### config.mk
export PLATFORM = sky130hd
export DESIGN_NAME = cmo_range_engine
export DESIGN_NICKNAME = d
export VERILOG_FILES = /design/src/rtl/cmo_pkg.sv /design/src/rtl/cmo_regfile.sv /design/src/rtl/cmo_walker.sv /design/src/rtl/cmo_range_engine.sv
export SDC_FILE = /design/constraint.sdc
export NUM_CORES = 1
export LEC_CHECK = 0
export ABC_AREA = 1
export BUFFER_PORTS_ARGS = -buffer_cell sky130_fd_sc_hd__buf_4
export CAP_MARGIN = 40
export CORE_AREA = 2 2 187 189
export CTS_CLUSTER_DIAMETER = 30
export DETAILED_ROUTE_END_ITERATION = 7
export DIE_AREA = 0 0 189 191
export GPL_ROUTABILITY_DRIVEN = 1
export SYNTH_ARGS = -nofsm -noshare
export SYNTH_HDL_FRONTEND = slang
export SYNTH_SLANG_ARGS = --single-unit
export TNS_END_PERCENT = 5
### constraint.sdc
create_clock -name clk -period 7.7 [get_ports clk]
set_input_delay 1.155 -clock clk [delete_from_list [all_inputs] [get_ports clk]]
set_output_delay 1.155 -clock clk [all_outputs]
set_load 0.005 [all_outputs]
### src/rtl/cmo_pkg.sv
package cmo_pkg;

    typedef enum logic [1:0] {
        ST_IDLE   = 2'd0,
        ST_LAUNCH = 2'd1,
        ST_ISSUE  = 2'd2
    } walk_state_e;

    typedef enum logic [1:0] {
        OP_CLEAN_INV  = 2'd0,
        OP_DROP       = 2'd1,
        OP_CLEAN_KEEP = 2'd2,
        OP_SPARE      = 2'd3
    } maint_op_e;

    localparam int OFF_BASE  = 'h00;
    localparam int OFF_LIMIT = 'h08;
    localparam int OFF_CMD   = 'h10;
    localparam int REG_W     = 64;

endpackage

### src/rtl/cmo_regfile.sv
module cmo_regfile
    import cmo_pkg::*;
#(
    parameter int PA_W   = 40,
    parameter int ADDR_W = 10
) (
    input  logic              clk,
    input  logic              rst_n,
    input  logic              bus_wr,
    input  logic [ADDR_W-1:0] bus_addr,
    input  logic [REG_W-1:0]  bus_wdata,
    output logic [REG_W-1:0]  bus_rdata,
    input  logic [1:0]        stat_op,
    input  logic              stat_busy,
    output logic [PA_W-1:0]   base_q,
    output logic [PA_W-1:0]   limit_q,
    output logic              cmd_stb,
    output logic [1:0]        cmd_op
);

    localparam int PAD_W = REG_W - PA_W;

    logic hit_base, hit_limit, hit_cmd;
    logic unused_wbits;

    always_comb begin
        hit_base  = (bus_addr == ADDR_W'(OFF_BASE));
        hit_limit = (bus_addr == ADDR_W'(OFF_LIMIT));
        hit_cmd   = (bus_addr == ADDR_W'(OFF_CMD));
    end

    assign unused_wbits = ^{bus_wdata[REG_W-1:PA_W], bus_wdata[0]};

    always_ff @(posedge clk) begin
        if (!rst_n) begin
            base_q  <= '0;
            limit_q <= '0;
        end else if (bus_wr) begin
            if (hit_base)  base_q  <= bus_wdata[PA_W-1:0];
            if (hit_limit) limit_q <= bus_wdata[PA_W-1:0];
        end
    end

    always_comb begin
        cmd_stb = bus_wr && hit_cmd;
        cmd_op  = bus_wdata[2:1];
    end

    always_comb begin
        bus_rdata = '0;
        if (hit_base)
            bus_rdata = {{PAD_W{1'b0}}, base_q};
        else if (hit_limit)
            bus_rdata = {{PAD_W{1'b0}}, limit_q};
        else if (hit_cmd)
            bus_rdata = {{(REG_W-3){1'b0}}, stat_op, stat_busy};
    end

    // upper address bits are never returned
    a_r2_upper_zero: assert property (@(posedge clk) disable iff (!rst_n)
        (hit_base || hit_limit) |-> (bus_rdata[REG_W-1:PA_W] == '0));

    // unmapped offsets read as zero
    a_r9_unmapped_zero: assert property (@(posedge clk) disable iff (!rst_n)
        !(hit_base || hit_limit || hit_cmd) |-> (bus_rdata == '0));

endmodule

### src/rtl/cmo_walker.sv
module cmo_walker
    import cmo_pkg::*;
#(
    parameter int PA_W       = 40,
    parameter int LINE_BYTES = 64
) (
    input  logic            clk,
    input  logic            rst_n,
    input  logic            launch,
    input  logic [1:0]      launch_op,
    input  logic [PA_W-1:0] base_pa,
    input  logic [PA_W-1:0] limit_pa,
    input  logic            line_ack,
    output logic            line_req,
    output logic [PA_W-1:0] line_addr,
    output logic [1:0]      line_op,
    output logic            busy,
    output logic [1:0]      op_q
);

    localparam int LS   = $clog2(LINE_BYTES);
    localparam int CW   = PA_W + 1;
    localparam logic [CW-1:0] STEP = CW'(LINE_BYTES);
    localparam logic [CW-1:0] LOW_MASK = CW'(LINE_BYTES - 1);

    walk_state_e state_q, state_nx;
    logic [CW-1:0] cursor_q, limit_r;
    logic [CW-1:0] lo_round, hi_round, cursor_step;
    logic          last_line;

    always_comb begin
        lo_round    = {1'b0, base_pa} & ~LOW_MASK;
        hi_round    = ({1'b0, limit_pa} + LOW_MASK) & ~LOW_MASK;
        cursor_step = cursor_q + STEP;
        last_line   = (cursor_step >= limit_r);
    end

    always_comb begin
        state_nx = state_q;
        unique case (state_q)
            ST_IDLE:   if (launch) state_nx = ST_LAUNCH;
            ST_LAUNCH: state_nx = (cursor_q < limit_r) ? ST_ISSUE : ST_IDLE;
            ST_ISSUE:  if (line_ack && last_line) state_nx = ST_IDLE;
            default:   state_nx = ST_IDLE;
        endcase
    end

    always_ff @(posedge clk) begin
        if (!rst_n) begin
            state_q  <= ST_IDLE;
            cursor_q <= '0;
            limit_r  <= '0;
            op_q     <= '0;
        end else begin
            state_q <= state_nx;
            if (state_q == ST_IDLE && launch) begin
                cursor_q <= lo_round;
                limit_r  <= hi_round;
                op_q     <= launch_op;
            end else if (state_q == ST_ISSUE && line_ack) begin
                cursor_q <= cursor_step;
            end
        end
    end

    always_comb begin
        busy      = (state_q != ST_IDLE);
        line_req  = (state_q == ST_ISSUE);
        line_addr = cursor_q[PA_W-1:0];
        line_op   = op_q;
    end

    // stalled request holds
    a_r5_hold: assert property (@(posedge clk) disable iff (!rst_n)
        (line_req && !line_ack) |=>
            (line_req && $stable(line_addr) && $stable(line_op)));

    // line alignment of every request
    a_r6_aligned: assert property (@(posedge clk) disable iff (!rst_n)
        line_req |-> (line_addr[LS-1:0] == '0));

    // ascending by one line after each acknowledge
    a_r6_step: assert property (@(posedge clk) disable iff (!rst_n)
        (line_req && line_ack && !last_line) |=>
            (line_req && line_addr == $past(line_addr) + PA_W'(LINE_BYTES)));

    // kind holds while active
    a_r4_op_hold: assert property (@(posedge clk) disable iff (!rst_n)
        (busy && $past(busy)) |-> $stable(op_q));

    // empty range ends after the launch cycle
    a_r7_empty: assert property (@(posedge clk) disable iff (!rst_n)
        (state_q == ST_LAUNCH && cursor_q >= limit_r) |=> (!busy && !line_req));

endmodule

### src/rtl/cmo_range_engine.sv
module cmo_range_engine
    import cmo_pkg::*;
#(
    parameter int PA_W       = 40,
    parameter int ADDR_W     = 10,
    parameter int LINE_BYTES = 64
) (
    input  logic              clk,
    input  logic              rst_n,
    input  logic              bus_wr,
    input  logic [ADDR_W-1:0] bus_addr,
    input  logic [63:0]       bus_wdata,
    output logic [63:0]       bus_rdata,
    output logic              line_req,
    output logic [PA_W-1:0]   line_addr,
    output logic [1:0]        line_op,
    input  logic              line_ack
);

    logic [PA_W-1:0] base_q, limit_q;
    logic            cmd_stb, busy;
    logic [1:0]      cmd_op, op_q;

    cmo_regfile #(.PA_W(PA_W), .ADDR_W(ADDR_W)) u_regs (
        .clk       (clk),
        .rst_n     (rst_n),
        .bus_wr    (bus_wr),
        .bus_addr  (bus_addr),
        .bus_wdata (bus_wdata),
        .bus_rdata (bus_rdata),
        .stat_op   (op_q),
        .stat_busy (busy),
        .base_q    (base_q),
        .limit_q   (limit_q),
        .cmd_stb   (cmd_stb),
        .cmd_op    (cmd_op)
    );

    cmo_walker #(.PA_W(PA_W), .LINE_BYTES(LINE_BYTES)) u_walk (
        .clk       (clk),
        .rst_n     (rst_n),
        .launch    (cmd_stb),
        .launch_op (cmd_op),
        .base_pa   (base_q),
        .limit_pa  (limit_q),
        .line_ack  (line_ack),
        .line_req  (line_req),
        .line_addr (line_addr),
        .line_op   (line_op),
        .busy      (busy),
        .op_q      (op_q)
    );

endmodule

# Word level (Yosys, flattened, before mapping)
# Cells that the tools add are included.
# totals
elab_cells,39
regBits,160
# op_classes
n_addsub,2
n_eq_ne,6
muxes,9
bitwise,1
n_reduce_logical,12
order_cmp,2
# ops
op,n
two-way mux 64 bit,2
two-way mux 40 bit,2
adder 40 x 6 -> 41 bit (second input constant),1
adder 41 x 7 -> 41 bit (second input constant),1
>= comparator 41 bit,1
< comparator 41 bit,1
equality test 10 x 4 -> 1 bit (second input constant),1
equality test 10 x 5 -> 1 bit (second input constant),1
zero test 10 bit,1
two-way mux 2 bit,3
case mux 2 bit (3 select lines),1
AND reduction 2 bit,3
logical AND 1 bit,4
inequality test 2 x 1 -> 1 bit (second input constant),2
nonzero test 2 bit,2
two-way mux 3 bit,1
equality test 2 x 1 -> 1 bit (second input constant),1
equality test 2 bit (second input constant),1
zero test 2 bit,1
OR reduction 2 bit,1
NOT 1 bit,1

# Logic depth before layout (Yosys ltp)
# Gate-level depths: netlist (run 1).
# depth
word_depth,5
mapped_depth,24

# Modules after synthesis
# From an unflattened synthesis (run 1), not the netlist that was laid out.
# hier_totals
hier_cells,1764
hier_area_um2,11215.8
# by_module_without_submodules
module,seq_area_each_um2,cells_each,n_inst,area_each_um2
cmo_walker,1481.4,1012,1,6685.2
cmo_regfile,1601.5,752,1,4530.6

# Worst setup path after synthesis (run 1)
# No wires, ideal clock.
# synth_timing
path_type,input -> output
start,in bus_addr[9]
end,out bus_rdata[21]
cell_stages,7
n_path_buf,2
required_time_ns,6.545
setup_slack_ns,4.358
arrival_time_ns,2.187
path_cell_list,nor2_2 -> nand2_1 -> nor3_2 -> nand2_1 -> buf_2 -> buf_1 -> o22ai_1
# synth_between
elab_chain_len,3
# synth_rtl
element,line,text
start: declaration,cmo_range_engine.sv:11,"input logic [ADDR_W-1:0] bus_addr,"
equality test 10 x 4 -> 1 bit,cmo_regfile.sv:28,hit_limit = (bus_addr == ADDR_W'(OFF_LIMIT));
two-way mux 64 bit,cmo_regfile.sv:53,else if (hit_limit)
two-way mux 64 bit *,cmo_regfile.sv:51,if (hit_base)
end: declaration,cmo_range_engine.sv:13,"output logic [63:0] bus_rdata,"
# Every way passes the cells marked *; elsewhere a longest branch is shown, timed or not.

# Worst setup path after layout (run 1)
# layout_timing
start,in bus_addr[9]
end,out bus_rdata[2]
# layout_between
elab_chain_len,4
# layout_rtl
element,line,text
equality test 10 x 5 -> 1 bit,cmo_regfile.sv:29,hit_cmd = (bus_addr == ADDR_W'(OFF_CMD));
two-way mux 3 bit,cmo_regfile.sv:55,else if (hit_cmd)
two-way mux 64 bit,cmo_regfile.sv:53,
two-way mux 64 bit *,cmo_regfile.sv:51,
# Marked as above.

==> results by group, run 1 <==
Yosys
  • Fraction of registers with async set/reset: 0%
  • Syn Std Cell Area: 0.0102 mm^2
  • Synthesis warning total: 0
  • Mean Syn Cell Area: 6.85 um^2
  • Seq/Total Area, Yosys: 30.4%
  • Post-synth EDFFs: 0
  • Main synth FF type: dfxtp_1
  • Synth Register Bits: 154
  • Netlist cell types: 50
  • Synthesized instance count: 1481

Final layout
  • Fill cell count: 3695
  • Post-route cell area: 0.0117 mm^2
  • Storage element area: 0.00308 mm^2
  • Share of cells above drive strength 1: 13.5%
  • Final #Nets: 1701
  • Final Instance Count excl. Fillers: 2016
  • Area of the multi-input gates: 0.00556 mm^2
  • Area delta synth->final: 15.7%
  • Final Util: 34.4%
  • Ant. Diodes: 0

Global routing
  • All-Layer GR Usage: 19.1%
  • Initial antenna violation count: 1
  • Largest net degree at the start of global routing: 89
  • First-pass GRT wire length: 52600 um
  • Vias in the first global route: 9299
  • Total congestion overflow: 0

Power
  • PnR Total Power: 1.69 mW
  • Pint: 1.31 mW
  • Sw power: 376 uW
  • Clock power frac: 49.4%
  • Reg power frac: 47.2%
  • Peak supply drop: 0.164 mV
  • Pwr Density: 144 mW/mm^2
  • Sw frac: 22.2%
  • Comb pwr share: 3.4%
  • Leak: 4.88 nW

CTS
  • Hold_buf cts: 0
  • Clk slew on worst S/H paths: 60 ps
  • TritonCTS Buffers: 17
  • CTS tree: done
  • CTS Root Cell: clkbuf_16
  • Clock Latency Late Sink: 440 ps
  • # clock sinks: 154
  • Clock buffer depth: 2
  • Post_cts resized: 0
  • Post-CTS Setup Bufs: 0
  • Htree depth: 4

Routing
  • Antenna-violating nets left: 0
  • DRT Wirelength: 34600 um
  • Via count: 9903
  • First-pass detailed-route iteration total: 5
  • Avg Vias per Cell: 4.91
  • # DRC: 0
  • Drt first-iter violations: 728
  • Wire per inst: 17.2 um

Timing
  • Hold_ws: 453 ps
  • RSZ-0062 raised after global routing: false
  • Final hold violations: 0
  • Slew margin rel.: 46.4%
  • Final Worst Setup Slack: 3660 ps
  • Fin crit share: 52.5%
  • Worst-Margin Slew: 804 ps
  • Minimum clock period: 4040 ps
  • Final setup viols: 0
  • Maximum clock frequency: 247 MHz
  • Pins Over Slew Limit: 0
  • Clk_skew: 7.72 ps
  • Setup TNS: 0 ps

Setup path
  • Critical Path Source Type: primary input
  • Slowest CP cell: nand2_1
  • CP max stage delay: 390 ps
  • Most frequent CP cell: nand2_1
  • WS Path Type: primary input to primary output
  • Worst EP required: 6550 ps
  • Critical path cell sequence: buf_4 -> nor2_2 -> nand2_1 -> nor3_2 -> nand2_1 -> buf_16 -> nand2_1 -> o21ai_0 -> a21oi_1 -> buf_4
  • Crit path from: bus_addr[9]
  • Worst EP arrival: 2890 ps
  • R2r startpoint: u_walk.cursor_q[6]
  • Critical path peak fanout: 17
  • Worst Setup End Kind: primary output

Die
  • Die Ht: 191 um
  • Ports: 185
  • Die X-Extent: 189 um
  • Total Die Area: 0.0361 mm^2
  • Initial Util: 29.8%
  • Number of core rows: 68
  • Core ar.: 0.0341 mm^2

Placed design
  • IO buf count: 130
  • Pre-CTS setup slack: 3680 ps
  • Dpl hpwl: 26900 um
  • Placed Area: 0.0112 mm^2
  • Routability cong.: 0.911
  • Placed cell count: 1988

Worst hold path
  • Hold Startpoint: u_regs.base_q[3]
  • Worst Hold Class: flop to flop

Job
  • Max-cap viol count: 0

Outcome
  • Status: complete, no violations
## worst max-delay path, delay by kind of cell
kind	cells	cell delay [ps]
buffers and inverters	3	560
AO/OA/AOI/OAI	2	260
AND/OR/NAND/NOR	5	930
## path summary, 6_finish.rpt
path | to | slack (ps) | cells past startpoint
setup / recovery | bus_rdata[2] | 3660 | 10
hold / removal | u_regs.base_q[3] | 450 | 2
setup reg to reg | u_walk.state_q[1] | 4260 | 19
hold reg to reg | u_regs.base_q[3] | 450 | 2
## cells in the mapped netlist (6+ instances only)
| cell | instances | area, um^2 |
|---|---|---|
| nand4_1 | 24 | 150 |
| a31oi_1 | 6 | 37.5 |
| o21ai_1 | 7 | 35.0 |
| nor2_1 | 109 | 409 |
| nand2_1 | 259 | 972 |
| buf_4 | 68 | 510 |
| ha_1 | 71 | 888 |
| a21oi_1 | 135 | 676 |
| nor3_1 | 28 | 140 |
| dfxtp_1 | 154 | 3080 |
| inv_1 | 230 | 863 |
| clkbuf_1 | 32 | 120 |
| inv_2 | 8 | 30.0 |
| o22ai_1 | 62 | 388 |
| nand2_2 | 6 | 37.5 |
| o221ai_1 | 8 | 70.1 |
| buf_2 | 9 | 45.0 |
| o21ai_0 | 117 | 586 |
| xor2_1 | 26 | 228 |
| nand3_1 | 56 | 280 |
## cell usage in the layout (no fill, tap or decap), types with 7 or more instances in the layout
cell type,n
nand3_1,55
inv_1,230
inv_2,8
xor2_1,26
o21ai_1,7
buf_4,135
nand2_1,259
conb_1,30
nor3_1,28
a21oi_1,135
o221ai_1,8
nor2_1,109
o22ai_1,62
clkbuf_16,17
ha_1,71
nand4_1,24
o21ai_0,117
dfxtp_1,154
## per-layer routing
layer / track usage (%) / wire [um] / vias up
li1: - / - / 4939
met1: 25.8 / 15900 / 4506
met2: 30.0 / 15300 / 388
met3: 3.14 / 2210 / 70
met4: 8.38 / 1260 / 0
met5: 0 / 0 / -
## power groups by stage
| stage | Combinational (mW) | Clock (mW) | Sequential, mW |
|---|---|---|---|
| floorplan | 0.0350 | 0 | 0.815 |
| global placement | 0.0556 | 0 | 0.815 |
| detailed placement | 0.0562 | 0 | 0.815 |
| CTS | 0.0562 | 0.844 | 0.797 |
| global route | 0.0632 | 0.879 | 0.797 |
| finish | 0.0567 | 0.835 | 0.797 |
## cell families after synthesis
group           share of synthesized area, %
compound gates                          19.0
buf+inv                                 16.0
other cells                           0.0369
simple gates                            23.0
xor+xnor                                2.83
flops                                   30.4
fa+ha+maj                               8.75
## final cells by class
| type | count | area share (%) |
|---|---|---|
| timing repair buffer | 138 | 9.19 |
| clock inverter | 8 | 0.831 |
| multi-input combinational | 1003 | 47.3 |
| sequential | 154 | 26.2 |
| inverter | 238 | 7.60 |
| clock buffer | 20 | 3.97 |
| tap | 455 | 4.85 |
## registers in the layout, summed over array words and instances (netlist names)
name / flops
u_walk.limit_r: 35
u_walk.state_q: 2
u_regs.limit_q: 40
u_regs.base_q: 40
u_walk.cursor_q: 35
u_walk.line_op: 2
Power figures use the tool's default switching activity.
==> run 2, diff against run 1 <==
==> constraint.sdc (replaced) <==
create_clock -name clk -period 3.24 [get_ports clk]
set_input_delay 0.486 -clock clk [delete_from_list [all_inputs] [get_ports clk]]
set_output_delay 0.486 -clock clk [all_outputs]
set_load 0.005 [all_outputs]
==> run 2 against run 1 <==
  * Cell count rose by 1.7%
  * Global-route usage is 0.45 points higher
  * Largest cell class unchanged
  * Sequential cell count is the same
  * Highest routed layer unchanged
  * Non-clock buffer count up 30
==> results by group, run 2 (synthesized netlist as in run 1, its figures left out) <==
Outcome
  • Status: complete, no violations

CTS
  • TritonCTS Buffers: 17 (unchanged)
  • Post-CTS Setup Bufs: 0 (unchanged)
  • Htree depth: 4 (unchanged)
  • Clk slew on worst S/H paths: 70 ps (about the same)
  • CTS tree: done
  • # clock sinks: 154 (unchanged)
  • Hold_buf cts: 0 (unchanged)
  • Clock Latency Late Sink: 440 ps (about the same)
  • Clock buffer depth: 2 (unchanged)
  • CTS Root Cell: clkbuf_16
  • Post_cts resized: 0 (unchanged)

Timing
  • Clk_skew: 9.45 ps (+1.72 ps)
  • Pins Over Slew Limit: 0 (unchanged)
  • Fin crit share: 92.3%
  • Worst-Margin Slew: 744 ps (-59.6 ps)
  • Setup TNS: 0 ps (unchanged)
  • Maximum clock frequency: 334 MHz
  • Slew margin rel.: 50.4% (+4.0 points)
  • Final hold violations: 0 (unchanged)
  • Hold_ws: 276 ps (-177 ps)
  • Minimum clock period: 2990 ps
  • Final setup viols: 0 (unchanged)

Final layout
  • Most common cell after layout, fill and taps aside: nand2_1
  • Largest regs: u_regs.base_q: 40 flops, u_regs.limit_q: 40 flops
  • Area delta synth->final: 17.9%
  • Final #Nets: 1731 (+1.8%)
  • Share of cells above drive strength 1: 15.5% (+2.0 points)
  • Most frequent cells in the layout: nand2_1 (259), inv_1 (230), buf_4 (168)
  • Final Instance Count excl. Fillers: 2050 (+1.7%)
  • Ant. Diodes: 0 (unchanged)

Global routing
  • All-Layer GR Usage: 19.5% (+0.45 points)
  • Total congestion overflow: 0 (unchanged)
  • Initial antenna violation count: 0 (-1)
  • First-pass GRT wire length: 54200 um (+3.1%)
  • GRT met1 Usage: 26.4% (+0.65 points)
  • Top Usage Layer GRT: met2
  • M3 GR Usage: 2.74% (-0.40 points)
  • Vias in the first global route: 9617 (+3.4%)
  • Largest net degree at the start of global routing: 81 (-9.0%)
  • Met2 usage: 31.3% (+1.3 points)

Routing
  • DRT Wirelength: 35500 um (+2.6%)
  • Antenna-violating nets left: 0 (unchanged)
  • Wire per inst: 17.3 um (+0.91%)
  • Drt first-iter violations: 703 (-3.4%)
  • First-pass detailed-route iteration total: 5 (unchanged)
  • # DRC: 0 (unchanged)
  • Avg Vias per Cell: 4.88 (-0.60%)
  • Via count: 10.0k (+1.1%)

Setup path
  • R2R cell count: 19 (unchanged)
  • WS Path Type: flop to flop
  • R2r startpoint: u_walk.cursor_q[6]
  • Crit path from: u_walk.cursor_q[6]
  • Worst EP arrival: 3300 ps (+410 ps)
  • Critical Path Source Type: flop
  • Worst Setup End Kind: flop
  • Reg2reg setup slack: 250 ps (-4010 ps)
  • Worst EP required: 3550 ps (-3000 ps)
  • Critical path peak fanout: 4 (-13)
  • Reg2reg end: u_walk.state_q[1]

Worst hold path
  • Worst Hold Class: primary input to flop
  • Hold Startpoint: bus_wdata[2]
  • WHS Path Cells: 3 (+1)
  • Hold path endpoint: u_walk.line_op[1]

Placed design
  • Dpl hpwl: 27700 um (+2.9%)
  • Routability cong.: 0.907 (-0.47%)
  • Placed cell count: 2018 (+1.5%)
  • IO buf count: 130 (unchanged)

Die
  • Die Ht: 191 um (unchanged)
  • Die X-Extent: 189 um (unchanged)
  • Number of core rows: 68 (unchanged)
  • Total Die Area: 0.0361 mm^2 (unchanged)
  • Core ar.: 0.0341 mm^2 (unchanged)
  • Initial Util: 29.8% (unchanged)
  • Ports: 185 (unchanged)

Job
  • Max-cap viol count: 0 (unchanged)

Power
  • Pwr Density: 338 mW/mm^2 (+140%)
  • Peak supply drop: 0.375 mV (+130%)
  • Leak: 5.03 nW (+3.1%)
## run 2: cell types whose count changed in the layout (fill, tap and decap cells not counted), sizes merged
cell | before | now
buf | 138 | 168
inv | 238 | 241
clkinv | 3 | 5
bufinv | 2 | 1
clkbuf | 20 | 21
clkinvlp | 3 | 2
## run 2: worst max-delay path by stage
stage / end / slack, ps / cells past startpoint
after floorplan: u_walk.state_q[1] / 610 / 24
after detailed placement: u_walk.state_q[1] / 210 / 19
after CTS: u_walk.state_q[1] / 180 / 19
after global routing: u_walk.state_q[1] / -0.9 / 19
after global placement: u_walk.state_q[1] / 230 / 19
final: u_walk.state_q[1] / 250 / 19
## run 2: area by class of cell
class	instances	area [um^2]
clock buffer	21	470
clock inverter	11	111
fill	3644	22200
inverter	238	893
multi-input combinational	1003	5580
sequential	154	3080
tap	455	569
timing repair buffer	168	1260
## run 2: layer usage
| metal | vias up | wire [um] | share of wire (%) |
|---|---|---|---|
| li1 | 5000 | - | - |
| met1 | 4611 | 16900 | 48 |
| met2 | 341 | 15700 | 44 |
| met3 | 58 | 1750 | 4.9 |
| met4 | 0 | 1080 | 3.0 |
| met5 | - | 0 | 0 |
## run 2: critical path, stage by stage, from the launching register on
cell and delay [ps]:
dfxtp_1 340, ha_2 230, nand2_2 90, nor2_4 170, nand3_2 140, nor3_2 320
nand3_2 190, xor2_1 200, ha_1 310, nand2_1 70, nor2_2 130, nand2_1 130
nor2_2 150, nand3_1 70, nand2_1 60, nor2_1 40, nand3_1 60, nand2_1 50
nand2_1 50, a21oi_1 60
## run 2: report_power, final
| part | internal (mW) | switching, mW | total [mW] |
|---|---|---|---|
| Clock | 1.13 | 0.888 | 2.02 |
| Sequential | 1.89 | 0.000477 | 1.89 |
| Combinational | 0.0553 | 0.0798 | 0.135 |
| Total | 3.08 | 0.969 | 4.05 |
## run 2: per-stage QoR
| step | total power [mW] | worst slack (ps) | util [%] | instance area [um^2] |
|---|---|---|---|---|
| after CTS | 4.06 | 176 | 35.0 | 11900 |
| after global placement | 2.07 | 231 | 33.3 | 11400 |
| final | 4.05 | 249 | 35.1 | 12000 |
| after floorplan | 2.02 | 613 | - | 10300 |
| after global routing | 4.16 | -0.900 | 35.1 | 12000 |
| after detailed placement | 2.07 | 206 | 33.3 | 11400 |
==> run 3, diff against run 2 <==
--- a/config.mk
+++ b/config.mk
@@ -9,10 +9,11 @@
 export BUFFER_PORTS_ARGS = -buffer_cell sky130_fd_sc_hd__buf_4
 export CAP_MARGIN = 40
 export CORE_AREA = 2 2 187 189
+export CTS_BUF_LIST = sky130_fd_sc_hd__clkbuf_8 sky130_fd_sc_hd__clkbuf_16
 export CTS_CLUSTER_DIAMETER = 30
 export DETAILED_ROUTE_END_ITERATION = 7
 export DIE_AREA = 0 0 189 191
-export GPL_ROUTABILITY_DRIVEN = 1
+export GPL_ROUTABILITY_DRIVEN = 0
 export SYNTH_ARGS = -nofsm -noshare
 export SYNTH_HDL_FRONTEND = slang
 export SYNTH_SLANG_ARGS = --single-unit
==> run 3 against run 2 <==
  * Sequential cell count unchanged
  * Global-route usage down 0.73 points
  * First-iteration DRC count down 5.5%
  * Via count up 0.80%
  * Worst hold slack better by 5.8 ps
  * Largest power group unchanged
  * Critical endpoint unchanged
  * Maximum frequency up 0.53%
  * Clock power down 2%
  * Cell count about the same
==> results by group, run 3 (synthesized netlist as in run 1, its figures left out) <==
Outcome
  • Status: complete, no violations

Timing
  • Final setup viols: 0 (unchanged)
  • Slew margin rel.: 51.0% (+0.66 points)
  • Final Worst Setup Slack: 265 ps (+15.8 ps)
  • Fin crit share: 91.8% (-0.49 points)
  • Clk_skew: 10.3 ps (+0.881 ps)
  • Final hold violations: 0 (unchanged)
  • Minimum clock period: 2980 ps (-15.8 ps)
  • Worst-Margin Slew: 728 ps (-16.6 ps)
  • Maximum clock frequency: 336 MHz (+0.53%)
  • Pins Over Slew Limit: 0 (unchanged)
  • Hold_ws: 282 ps (+5.75 ps)

Placed design
  • IO buf count: 130 (unchanged)
  • Pre-CTS setup slack: 227 ps (+21.6 ps)
  • Dpl hpwl: 27000 um (-2.7%)
  • Placed Area: 0.0114 mm^2 (about the same)

Setup path
  • Critical path cell sequence: ha_2 -> nand2_2 -> nor2_4 -> nand2_1 -> inv_2 -> nand3_2 -> inv_2 -> nand3_4 -> nor2_1 -> nand2_1 -> nand2_1 -> inv_1 -> ha_1 -> nand2_1 -> nor2_1 -> nand2_1 -> nor2_2 -> nand3_1 -> nand2_1 -> nor2_1 -> nand3_1 -> nand2_1 -> nand2_1 -> a21oi_1
  • Most frequent CP cell: nand2_1
  • Worst EP required: 3540 ps (about the same)
  • CP max stage delay: 340 ps (about the same)
  • Critical path peak fanout: 4 (unchanged)
  • Reg2reg setup slack: 260 ps (+20 ps)
  • Worst EP arrival: 3270 ps (-30 ps)
  • Worst Setup End Kind: flop
  • Slowest CP cell: dfxtp_1
  • Critical Path Source Type: flop
  • WS Path Type: flop to flop

Global routing
  • Initial antenna violation count: 1 (+1)
  • GRT met1 Usage: 25.3% (-1.1 points)
  • Total congestion overflow: 0 (unchanged)
  • Largest net degree at the start of global routing: 81 (unchanged)
  • All-Layer GR Usage: 18.8% (-0.73 points)
  • Vias in the first global route: 9352 (-2.8%)
  • Met2 usage: 29.4% (-1.9 points)
  • Top Usage Layer GRT: met2
  • First-pass GRT wire length: 52200 um (-3.7%)
  • M3 GR Usage: 3.19% (+0.46 points)

Final layout
  • Most common cell after layout, fill and taps aside: nand2_1
  • Ant. Diodes: 0 (unchanged)
  • Final #Nets: 1730 (-0.058%)
  • Post-route cell area: 0.0120 mm^2 (-0.13%)
  • Most frequent cells in the layout: nand2_1 (259), inv_1 (231), buf_4 (167)
  • Area delta synth->final: 17.7%
  • Largest regs: u_regs.base_q: 40 flops, u_regs.limit_q: 40 flops
  • Fill cell count: 3662 (+0.49%)
  • Share of cells above drive strength 1: 15.6% (about the same)

CTS
  • CTS Root Cell: clkbuf_16
  • Htree depth: 4 (unchanged)
  • Hold_buf cts: 0 (unchanged)
  • Clock buffer depth: 2 (unchanged)
  • # clock sinks: 154 (unchanged)
  • TritonCTS Buffers: 17 (unchanged)
  • Post_cts resized: 0 (unchanged)
  • Post-CTS Setup Bufs: 0 (unchanged)
  • Clock Latency Late Sink: 430 ps (about the same)
  • CTS tree: done
  • Clk slew on worst S/H paths: 70 ps (about the same)

Power
  • Peak supply drop: 0.360 mV (-3.9%)
  • Pwr Density: 334 mW/mm^2 (-1.2%)
  • Leak: 5.04 nW (+0.21%)

Die
  • Core ar.: 0.0341 mm^2 (unchanged)
  • Die Ht: 191 um (unchanged)
  • Initial Util: 29.8% (unchanged)
  • Number of core rows: 68 (unchanged)
  • Ports: 185 (unchanged)
  • Total Die Area: 0.0361 mm^2 (unchanged)
  • Die X-Extent: 189 um (unchanged)

Routing
  • # DRC: 0 (unchanged)
  • Antenna-violating nets left: 0 (unchanged)
  • DRT Wirelength: 34400 um (-3.1%)
  • Wire per inst: 16.8 um (-3.0%)
  • Avg Vias per Cell: 4.92 (+0.85%)
  • Via count: 10.1k (+0.80%)
  • Drt first-iter violations: 664 (-5.5%)
  • First-pass detailed-route iteration total: 5 (unchanged)

Worst hold path
  • Worst Hold Class: primary input to flop

Job
  • Max-cap viol count: 0 (unchanged)
==> run 3: cell count changes in the layout (fill, tap and decap cells not counted), sizes merged <==
cell and delta:
clkbuf -2, clkinv +2, buf -1
==> run 3: worst max-delay path, delay by kind of cell, from the launching register on <==
family,cells,cell delay [ps]
adders and majority gates,2,510
and+or+nand+nor,18,1680
AOI/OAI and AO/OA,1,60
buffers and inverters,3,260
DFF,1,340
==> run 3: final cells by class <==
type                    instances  area (um^2)  share of cell area [%]
flip-flops and latches        154         3080                    25.8
inverters                     238          893                    7.47
clock buffers                  19          453                    3.79
well taps                     455          569                    4.76
multi-input cells            1003         5580                    46.7
repair buffers                167         1250                    10.5
clock inverters                13          120                    1.00
==> run 3: final timing paths <==
kind / start / endpoint / cells after the start
setup / recovery: u_walk.cursor_q[6] / u_walk.state_q[1] / 24
hold / removal: bus_wdata[2] / u_walk.line_op[1] / 3
setup reg to reg: u_walk.cursor_q[6] / u_walk.state_q[1] / 24
hold reg to reg: u_regs.base_q[5] / u_regs.base_q[5] / 2
==> run 3: stage by stage <==
stage	setup TNS, ps	util [%]	instances	total power [mW]
finish	0	35.0	2049	3.99
global route	-9.97	35.0	2049	4.12
CTS	0	35.0	2049	4.02
detailed placement	0	33.3	2017	2.07
global placement	0	33.3	2017	2.07
floorplan	0	-	1510	2.02
==> run 3: power breakdown <==
group / total (mW) / internal [mW] / switching (mW)
Combinational: 0.135 / 0.0553 / 0.0793
Sequential: 1.89 / 1.89 / 0.000478
Clock: 1.97 / 1.10 / 0.863
==> run 3: metal layers <==
metal | vias to the layer above | routed length (um)
met5 | - | 0
met4 | 0 | 1360
met3 | 77 | 2050
met2 | 368 | 15100
met1 | 4626 | 15900
li1 | 5019 | -
